--- src/rtl/rtf_pkg.sv ---
package rtf_pkg;

    typedef enum logic {
        FLAG_CLEAR,
        FLAG_RAISED
    } flag_st_e;

    // Fill level selected by each trigger code
    function automatic logic [7:0] trig_level(input logic [1:0] code);
        case (code)
            2'b00:   return 8'd1;
            2'b01:   return 8'd2;
            2'b10:   return 8'd4;
            default: return 8'd6;
        endcase
    endfunction

endpackage

--- src/rtl/rtf_store.sv ---
module rtf_store #(
    parameter int              DW        = 24,
    parameter int              DEPTH     = 8,
    parameter logic [DW-1:0]   EMPTY_VAL = '0,
    localparam int             AW        = (DEPTH > 1) ? $clog2(DEPTH) : 1,
    localparam int             CW        = $clog2(DEPTH + 1)
) (
    input  logic          clk,
    input  logic          rst_n,
    input  logic          flush,
    input  logic          push,
    input  logic [DW-1:0] push_data,
    input  logic          pop,
    output logic [DW-1:0] rd_data,
    output logic [CW-1:0] cnt_q,
    output logic [CW-1:0] cnt_nxt,
    output logic          push_drop,
    output logic          pop_ok
);

    logic [DW-1:0] mem [DEPTH];
    logic [AW-1:0] wr_ptr_q, rd_ptr_q;
    logic [AW-1:0] wr_ptr_inc, rd_ptr_inc;
    logic          empty, full, push_ok;

    assign empty = (cnt_q == '0);
    assign full  = (cnt_q == CW'(DEPTH));

    assign pop_ok    = pop && !empty && !flush;
    assign push_ok   = push && !flush && (!full || pop_ok);
    assign push_drop = push && !flush && full && !pop_ok;

    assign cnt_nxt = flush ? '0 : (cnt_q + CW'(push_ok) - CW'(pop_ok));

    generate
        if ((1 << AW) == DEPTH) begin : g_pow2
            assign wr_ptr_inc = wr_ptr_q + 1'b1;
            assign rd_ptr_inc = rd_ptr_q + 1'b1;
        end else begin : g_wrap
            assign wr_ptr_inc = (wr_ptr_q == AW'(DEPTH - 1)) ? '0 : wr_ptr_q + 1'b1;
            assign rd_ptr_inc = (rd_ptr_q == AW'(DEPTH - 1)) ? '0 : rd_ptr_q + 1'b1;
        end
    endgenerate

    always_ff @(posedge clk or negedge rst_n) begin
        if (!rst_n) begin
            wr_ptr_q <= '0;
            rd_ptr_q <= '0;
            cnt_q    <= '0;
        end else if (flush) begin
            wr_ptr_q <= '0;
            rd_ptr_q <= '0;
            cnt_q    <= '0;
        end else begin
            if (push_ok) wr_ptr_q <= wr_ptr_inc;
            if (pop_ok)  rd_ptr_q <= rd_ptr_inc;
            cnt_q <= cnt_nxt;
        end
    end

    always_ff @(posedge clk) begin
        if (push_ok) mem[wr_ptr_q] <= push_data;
    end

    // An empty store shows a fixed value instead of stale contents
    assign rd_data = empty ? EMPTY_VAL : mem[rd_ptr_q];

endmodule

--- src/rtl/rtf_regs.sv ---
module rtf_regs (
    input  logic       clk,
    input  logic       rst_n,
    input  logic       ctl_we,
    input  logic [1:0] ctl_trig_code,
    input  logic       ctl_flush,
    input  logic       sts_we,
    input  logic       sts_ovf_wr,
    input  logic       push_drop,
    output logic [1:0] trig_q,
    output logic       flush_q,
    output logic       ovf_q
);

    always_ff @(posedge clk or negedge rst_n) begin
        if (!rst_n) begin
            trig_q  <= 2'b00;
            flush_q <= 1'b0;
        end else if (ctl_we) begin
            trig_q  <= ctl_trig_code;
            flush_q <= ctl_flush;
        end
    end

    // A new loss wins over a clear requested in the same cycle
    always_ff @(posedge clk or negedge rst_n) begin
        if (!rst_n) begin
            ovf_q <= 1'b0;
        end else if (push_drop) begin
            ovf_q <= 1'b1;
        end else if (sts_we && !sts_ovf_wr) begin
            ovf_q <= 1'b0;
        end
    end

endmodule

--- src/rtl/rtf_flag_fsm.sv ---
module rtf_flag_fsm #(
    parameter int CW = 4
) (
    input  logic          clk,
    input  logic          rst_n,
    input  logic [1:0]    trig_code,
    input  logic [CW-1:0] cnt_nxt,
    input  logic          sw_clear,
    input  logic          dma_pop,
    output logic          full_flag,
    output logic          rxi_req
);
    import rtf_pkg::*;

    flag_st_e      state_q, state_d;
    logic [CW-1:0] level;
    logic          at_level;

    assign level    = CW'(trig_level(trig_code));
    assign at_level = (cnt_nxt >= level);

    always_ff @(posedge clk or negedge rst_n) begin
        if (!rst_n) state_q <= FLAG_CLEAR;
        else        state_q <= state_d;
    end

    always_comb begin
        state_d = state_q;
        unique case (state_q)
            FLAG_CLEAR: begin
                if (at_level) state_d = FLAG_RAISED;            // RAISE
            end
            FLAG_RAISED: begin
                if (!at_level && (sw_clear || dma_pop))
                    state_d = FLAG_CLEAR;                       // SW_CLEAR / DMA_DRAIN
            end
            default: state_d = FLAG_CLEAR;
        endcase
    end

    always_comb begin
        full_flag = (state_q == FLAG_RAISED);
        rxi_req   = (state_q == FLAG_RAISED);
    end

endmodule

--- src/rtl/rx_trig_fifo.sv ---
module rx_trig_fifo #(
    parameter int            DW        = 24,
    parameter int            DEPTH     = 8,
    parameter logic [DW-1:0] EMPTY_VAL = '0,
    localparam int           CW        = $clog2(DEPTH + 1)
) (
    input  logic          clk,
    input  logic          rst_n,
    input  logic          des_valid,
    input  logic [DW-1:0] des_data,
    input  logic          rd_strobe,
    input  logic          rd_by_dma,
    output logic [DW-1:0] rd_data,
    input  logic          ctl_we,
    input  logic [1:0]    ctl_trig_code,
    input  logic          ctl_flush,
    input  logic          sts_we,
    input  logic          sts_full_wr,
    input  logic          sts_ovf_wr,
    output logic [1:0]    trig_code_q,
    output logic          flush_q,
    output logic          full_flag,
    output logic          ovf_flag,
    output logic [CW-1:0] fill_cnt,
    output logic          rxi_req
);

    logic [CW-1:0] cnt_nxt;
    logic          push_drop, pop_ok;
    logic          dma_pop, sw_clear;

    assign dma_pop  = pop_ok && rd_by_dma;
    assign sw_clear = sts_we && !sts_full_wr;

    rtf_store #(
        .DW        (DW),
        .DEPTH     (DEPTH),
        .EMPTY_VAL (EMPTY_VAL)
    ) u_store (
        .clk       (clk),
        .rst_n     (rst_n),
        .flush     (flush_q),
        .push      (des_valid),
        .push_data (des_data),
        .pop       (rd_strobe),
        .rd_data   (rd_data),
        .cnt_q     (fill_cnt),
        .cnt_nxt   (cnt_nxt),
        .push_drop (push_drop),
        .pop_ok    (pop_ok)
    );

    rtf_regs u_regs (
        .clk           (clk),
        .rst_n         (rst_n),
        .ctl_we        (ctl_we),
        .ctl_trig_code (ctl_trig_code),
        .ctl_flush     (ctl_flush),
        .sts_we        (sts_we),
        .sts_ovf_wr    (sts_ovf_wr),
        .push_drop     (push_drop),
        .trig_q        (trig_code_q),
        .flush_q       (flush_q),
        .ovf_q         (ovf_flag)
    );

    rtf_flag_fsm #(
        .CW (CW)
    ) u_flag (
        .clk       (clk),
        .rst_n     (rst_n),
        .trig_code (trig_code_q),
        .cnt_nxt   (cnt_nxt),
        .sw_clear  (sw_clear),
        .dma_pop   (dma_pop),
        .full_flag (full_flag),
        .rxi_req   (rxi_req)
    );

endmodule

--- config.mk ---
export PLATFORM = sky130hd
export DESIGN_NAME = rx_trig_fifo
export DESIGN_NICKNAME = d
export VERILOG_FILES = /design/src/rtl/rtf_pkg.sv /design/src/rtl/rtf_store.sv /design/src/rtl/rtf_regs.sv /design/src/rtl/rtf_flag_fsm.sv /design/src/rtl/rx_trig_fifo.sv
export SDC_FILE = /design/constraint.sdc
export NUM_CORES = 1
export LEC_CHECK = 0
export BUFFER_PORTS_ARGS = -buffer_cell sky130_fd_sc_hd__buf_4
export CAP_MARGIN = 20
export CORE_MARGIN = 8
export CORE_UTILIZATION = 53
export DETAILED_ROUTE_END_ITERATION = 7
export PLACE_DENSITY_LB_ADDON = 0.2
export SYNTH_ARGS = -nofsm -noshare
export SYNTH_HDL_FRONTEND = slang
export SYNTH_SLANG_ARGS = --single-unit
--- constraint.sdc ---
create_clock -name clk -period 3.1 [get_ports clk]
set_input_delay 0.62 -clock clk [delete_from_list [all_inputs] [get_ports clk]]
set_output_delay 0.62 -clock clk [all_outputs]
set_load 0.02 [all_outputs]
# Word-level counts from Yosys, hierarchy flattened
# Memories as Yosys holds them, arrays and structs flattened.
# Index checks and enable logic that the tools add are counted.
[totals]
mem_bits_rw = 192
n_memories = 1
output_inout_bits = 34
wordCells = 56
reg_bits = 15
input_bits = 36
[classes]
bitwise = 1
n_mux = 15
addsub = 4
n_lt_le_gt_ge = 1
eq_ne = 3
n_reduce_logical = 24
[mem_list]
columns = ["memory", "depth", "width", "rd", "rd_clocked_by_memory_dff", "write_ports", "line", "rtl"]
rows = [
  ["u_store.mem", 8, 24, 1, 0, 1, "rtf_store.sv:21", "logic [DW-1:0] mem [DEPTH];"],
]
[ops]
columns = ["operator", "count"]
rows = [
  ["24-bit two-way mux", 1],
  ["3-bit two-way mux", 4],
  ["1-bit logical AND", 10],
  ["3-bit one-hot mux with 3 select lines", 1],
  ["4-bit two-way mux", 2],
  ["1-bit logical NOT", 7],
  ["3-bit by 1-bit adder with 3-bit output (second input constant)", 2],
  ["1-bit two-way mux", 6],
  ["2-bit nonzero test", 3],
  ["4-bit by 1-bit adder with 4-bit output", 1],
  ["4-bit equality test (second input constant)", 1],
  ["4-bit by 3-bit greater-or-equal comparator with 1-bit output", 1],
  ["4-bit logical NOT", 1],
  ["4-bit by 1-bit subtractor with 4-bit output", 1],
  ["2-bit by 1-bit equality test with 1-bit output (second input constant)", 1],
  ["2-bit equality test (second input constant)", 1],
  ["2-bit logical NOT", 1],
  ["1-bit logical OR", 2],
  ["1-bit one-hot mux with 2 select lines", 1],
  ["1-bit inverter", 1],
]

# Longest topological paths before layout
[depth]
word_depth = 14
mapped_depth = 14
mapped_depth_nobuf = 14

# Modules after synthesis
# From an unflattened synthesis, not the netlist that was laid out.
[hier_totals]
cells_unflattened = 385
hier_area_um2 = 8149.1
[modules_own_cells]
columns = ["mod", "seq_area_each_um2", "area_each_um2", "instances", "cells_per_inst"]
rows = [
  ["rtf_store", 6015.8, 7867.5, 1, 360],
  ["rtf_regs", 100.1, 147.6, 1, 9],
  ["rtf_flag_fsm", 25.0, 113.9, 1, 14],
  ["rx_trig_fifo", 0.0, 20.0, 1, 2],
]

# Least setup slack after synthesis
# OpenSTA, ideal clock, no wires.
[synth_timing]
kind = "register to register"
from = "register u_store.cnt_q[2]"
to = "memory u_store.mem[0][0], enable pin"
slack_ps = -459
path_stages_with_launch = 7
synth_period_minus_slack_ps = 3559
arrival_time_ps = 3124
required_time_ps = 2665
setup_ps = 435
path_cell_list = "dfrtp_1 > inv_1 > ha_1 > or3b_1 > a21oi_2 > nand2b_1 > nor3_1"
[synth_via]
elab_chain_len = 8
word_cells_on_any_way = 10
[synth_lines]
columns = ["element", "line", "rtl"]
rows = [
  ["start, declared", "rtf_store.sv:15", "output logic [CW-1:0] cnt_q,"],
  ["start signal, assigned", "rtf_store.sv:57", "cnt_q <= cnt_nxt;"],
  ["4-bit logical NOT", "rtf_store.sv:26", "assign empty = (cnt_q == '0);"],
  ["1-bit logical NOT", "rtf_store.sv:29", "assign pop_ok = pop && !empty && !flush;"],
  ["1-bit logical AND (2 in series)", "rtf_store.sv:29", ""],
  ["1-bit logical OR (*)", "rtf_store.sv:30", "assign push_ok = push && !flush && (!full || pop_ok);"],
  ["1-bit logical AND (*)", "rtf_store.sv:30", ""],
  ["1-bit two-way mux (*)", "rtf_store.sv:62", "if (push_ok) mem[wr_ptr_q] <= push_data;"],
  ["1-bit two-way mux (implied by the code) (*)", "rtf_store.sv:62", ""],
  ["end, declared", "rtf_store.sv:21", ""],
]
# Mark *: on every way between the ends. The rest lies on a longest branch, timed or not.

# Worst setup path after layout
[layout_timing]
from = "register u_store.cnt_q[3]"
to = "register u_flag.state_q, in the netlist u_flag.full_flag"
[layout_via]
elab_chain_len = 14
word_cells_on_any_way = 19
[layout_lines]
columns = ["element", "line", "rtl"]
rows = [
  ["4-bit logical NOT", "rtf_store.sv:26", ""],
  ["1-bit logical NOT", "rtf_store.sv:29", ""],
  ["1-bit logical AND (2 in series)", "rtf_store.sv:29", ""],
  ["1-bit logical OR", "rtf_store.sv:30", ""],
  ["1-bit logical AND", "rtf_store.sv:30", ""],
  ["4-bit by 1-bit adder with 4-bit output", "rtf_store.sv:33", "assign cnt_nxt = flush ? '0 : (cnt_q + CW'(push_ok) - CW'(pop_ok));"],
  ["4-bit by 1-bit subtractor with 4-bit output", "rtf_store.sv:33", ""],
  ["4-bit two-way mux", "rtf_store.sv:33", ""],
  ["4-bit by 3-bit greater-or-equal comparator with 1-bit output", "rtf_flag_fsm.sv:20", "assign at_level = (cnt_nxt >= level);"],
  ["1-bit logical NOT", "rtf_flag_fsm.sv:34", "if (!at_level && (sw_clear || dma_pop))"],
  ["1-bit logical AND", "rtf_flag_fsm.sv:34", ""],
  ["1-bit two-way mux", "rtf_flag_fsm.sv:34", ""],
  ["1-bit one-hot mux with 2 select lines (*)", "rtf_flag_fsm.sv:29", "unique case (state_q)"],
  ["net u_flag.state_d", "rtf_flag_fsm.sv:15", "flag_st_e state_q, state_d;"],
  ["end signal, assigned", "rtf_flag_fsm.sv:24", "else state_q <= state_d;"],
  ["end, declared", "rtf_flag_fsm.sv:15", ""],
]
# The timed path passes the listed nets; every way through them passes the cells marked *.
# A chain may end at the register's enable or synchronous reset.

==> flow_summary_export.csv <==
group,metric,value,unit
run_status,status,"finished, violations left",
run_status,violations,"setup timing",
yosys,syn_inst,386,
sta,fin_crit_sh,110,%
worst_hold_path,holdPathStages,3,
sta,skew,7.13,ps
finish,synthToLayoutAreaGrowth,20.1,%
sta,final-setup-viol-count,1,
grt,overflow,0,
sta,hold_viol,0,
pwr,clkPwrFrac,28.4,%
floorplan,dieArea,0.0196,mm2
drt,routed_wl,15.7,mm
grt,grt_pass1_vias,4265,
finish,n_fill_cell,1025,
yosys,yosys-top-cells-area,"edfxtp_1 (71%), mux4_2 (13%), dfrtp_1 (4.6%), a22o_1 (2.6%), ha_1 (1.7%)",
drt,viasPerCell,5.77,
clock_network,cts.sinks,207,
grt,grt_pass1_wl,24.4,mm
drt,wl_per_cell,22.5,um
floorplan,row_count,45,
worst_hold_path,hold_class,"input port to flip-flop",
job,timing.max_cap.violations,0,
yosys,synth_common_cells,"edfxtp_1 (192), mux4_2 (48), a22o_1 (24)",
clock_network,root_buffer,"clkbuf_16",
placed_design,port_buffers,69,
pwr,p_int,5.95,mW
floorplan,initial_utilization,53.9,%
drt,num_vias,4016,
placed_design,dp.cells,654,
critical_path,crit_arrival,3780,ps
sta,slew_headroom,73.8,%
pwr,leakagePower,3.41,nW
pwr,seq_power_share,40.0,%
placed_design,place_hpwl,9.56,mm
placed_design,dpl_cell_area,0.00909,mm2
finish,instances_no_fill,696,
yosys,ys_ff_latch,207,
critical_path,crit_start,"u_store.cnt_q[3]$_DFF_PN0_",
critical_path,r2r_cells,13,
yosys,synth.cell_area,0.00817,mm2
finish,nets,543,
clock_network,htree_num_levels,1,
pwr,p_switching,2.40,mW
placed_design,globalplace.congestion,0.791,
critical_path,worstReg2RegStart,"u_store.cnt_q[3]$_DFF_PN0_",
sta,fin_tns_setup,-325,ps
critical_path,worstPathMaxFanout,2,
floorplan,num_io_pins,70,
clock_network,cts_tree,"yes",
drt,drc,0,
critical_path,worstPathRequired,3450,ps
yosys,yosysSeqAreaShare,75.2,%
placed_design,dp_slack,-227,ps
yosys,synth_top_area_cell,"edfxtp_1",
sta,drv_slew,0,
critical_path,rrSetupSlack,-320,ps
yosys,synth_most_common_cell,"edfxtp_1",
yosys,synth_edf_count,192,
finish,utilization,64.8,%
yosys,netlist.area_leader.share,70.6,%
sta,final.min_clock_period,3420,ps
pwr,p_sw_share,28.8,%
sta,rsz0062_at_grt,"true",
floorplan,core_area,0.0151,mm2
grt,antenna_found_initial,0,
drt,drtAntennaViolNets,0,
critical_path,path_class,"flip-flop to flip-flop",
clock_network,cts_made_buffers,21,
pwr,peakVddDrop,0.622,mV
sta,fmax,0.292,GHz
yosys,yosys_most_used_dff,"edfxtp_1",
critical_path,start_kind,"flip-flop",
drt,firstDrtPassIters,4,
yosys,synth.distinct_cells,38,
critical_path,r2r-end,"u_flag.full_flag$_DFF_PN0_",
clock_network,clk_pin_slew_worst_paths,60,ps
sta,setup_ws,-325,ps
worst_hold_path,worstHoldStart,"ctl_trig_code[0]",
drt,drt_iter0_markers,262,
finish,antenna_cells,0,
yosys,avgSynthCellArea,21.2,um2
sta,worst_slew_pin_slew,393,ps
yosys,syn_nets,434,
finish,final_cell_area,0.00981,mm2
yosys,ys_warn_count,0,
finish,multi_input_area,0.00192,mm2
yosys,synthArstFlopShare,7.25,%
finish,drive_gt1_share,40.7,%
pwr,combPwrFrac,31.6,%
critical_path,end_kind,"flip-flop",
clock_network,clock_latency,480,ps
floorplan,fp.dieH,140,um
pwr,power.density,851,mW/mm2
floorplan,die_width,140,um
grt,grt_max_degree,41,
grt,grtUsageTotal,16.2,%
finish,register_area,0.00615,mm2
clock_network,cts_buffer_depth,3,
worst_hold_path,min_to,"u_regs.trig_q[0]$_DFFE_PN0P_",
kinds of logic after synthesis:
kind of cell,after synthesis,share of synthesized area [%]
AO/OA/AOI/OAI,39,3.61
AND/OR/NAND/NOR,45,2.94
XOR/XNOR,4,0.429
multiplexers,50,13.5
flip-flops,207,75.2
buffers and inverters,29,2.42
adder cells (fa/ha/maj),12,1.93
sequential cells by signal, summed over array words and instances, names as in the netlist:
register,flops
u_regs.flush_q,1
u_flag.full_flag,1
u_store.rd_ptr_q,3
u_store.cnt_q,4
u_regs.ovf_q,1
u_regs.trig_q,2
u_store.wr_ptr_q,3
u_store.mem,192
cell usage in the layout (no fill, tap or decap), drive strengths merged:
master and instances:
edfxtp 192, buf 104, mux4 48, a22o 24, clkbuf 24, dfrtp 15
nor2 14, ha 11, inv 10, clkinv 10, nand2 8, a21oi 7
nand2b 6, o21ai 6, nand3 3, nor2b 3, or3b 3, nor3b 2
xnor2 2, nor3 2, xor2 2, bufinv 2, and3b 1, and2 1
a31o 1, or4 1, mux2i 1, nand3b 1, o31ai 1, mux2 1
fa 1, dlygate4sd3 1
worst max-delay path, cell delays in order, from the launching register on:
cell and delay [ps]:
dfrtp_2 420, inv_2 70, ha_4 130, or3b_4 370, and3b_1 190, ha_1 290, inv_2 50, ha_4 160
fa_1 540, nor2b_4 180, ha_4 210, o21ai_2 120, a21oi_1 40, or4_1 520
stage by stage:
| stage | power [mW] | hold WS [ps] |
|---|---|---|
| floorplan | 5.10 | 324 |
| global placement | 5.95 | 487 |
| detailed placement | 5.98 | 490 |
| CTS | 8.36 | 339 |
| global route | 8.73 | 347 |
| finish | 8.35 | 347 |
worst max-delay path by stage:
stage                                  to  slack, ps  cells after the start
4_1_cts        u_flag.full_flag$_DFF_PN0_       -230                     13
2_1_floorplan  u_flag.full_flag$_DFF_PN0_       -190                     13
3_5_place_dp   u_flag.full_flag$_DFF_PN0_       -230                     13
5_1_grt        u_flag.full_flag$_DFF_PN0_       -410                     13
6_report       u_flag.full_flag$_DFF_PN0_       -320                     13
3_3_place_gp   u_flag.full_flag$_DFF_PN0_       -160                     13
power groups by stage:
stage / combinational, mW / clock, mW / sequential (mW)
6_report: 2.64 / 2.37 / 3.34
5_1_grt: 2.85 / 2.52 / 3.36
4_1_cts: 2.60 / 2.42 / 3.34
3_5_place_dp: 2.58 / 0 / 3.40
3_3_place_gp: 2.56 / 0 / 3.39
2_1_floorplan: 1.73 / 0 / 3.36
cell type report:
| cell class | instances | share of cell area (%) |
|---|---|---|
| clock buffers | 24 | 5.47 |
| clock inverters | 12 | 1.06 |
| inverters | 10 | 0.383 |
| multi-input cells | 150 | 19.6 |
| flip-flops and latches | 207 | 62.7 |
| well taps | 188 | 2.40 |
| repair buffers | 105 | 8.44 |
layer usage:
metal  up-vias  track usage (%)  wire [um]
met5         -                0          0
met4         0             3.94        320
met3        23             3.60        876
met2       106             27.0       7760
met1      2083             21.2       6720
li1       1804                -          -
repair_timing:
item / in CTS / in global routing
resized for setup: 1 / 6
hold buffers: 1 / 0
buffers inserted: 2 / 3
endpoints found under the hold margin: 15 / 0
pin swaps: 1 / 6
setup endpoints to repair: 1 / 1
(Power assumes the default switching activity.)
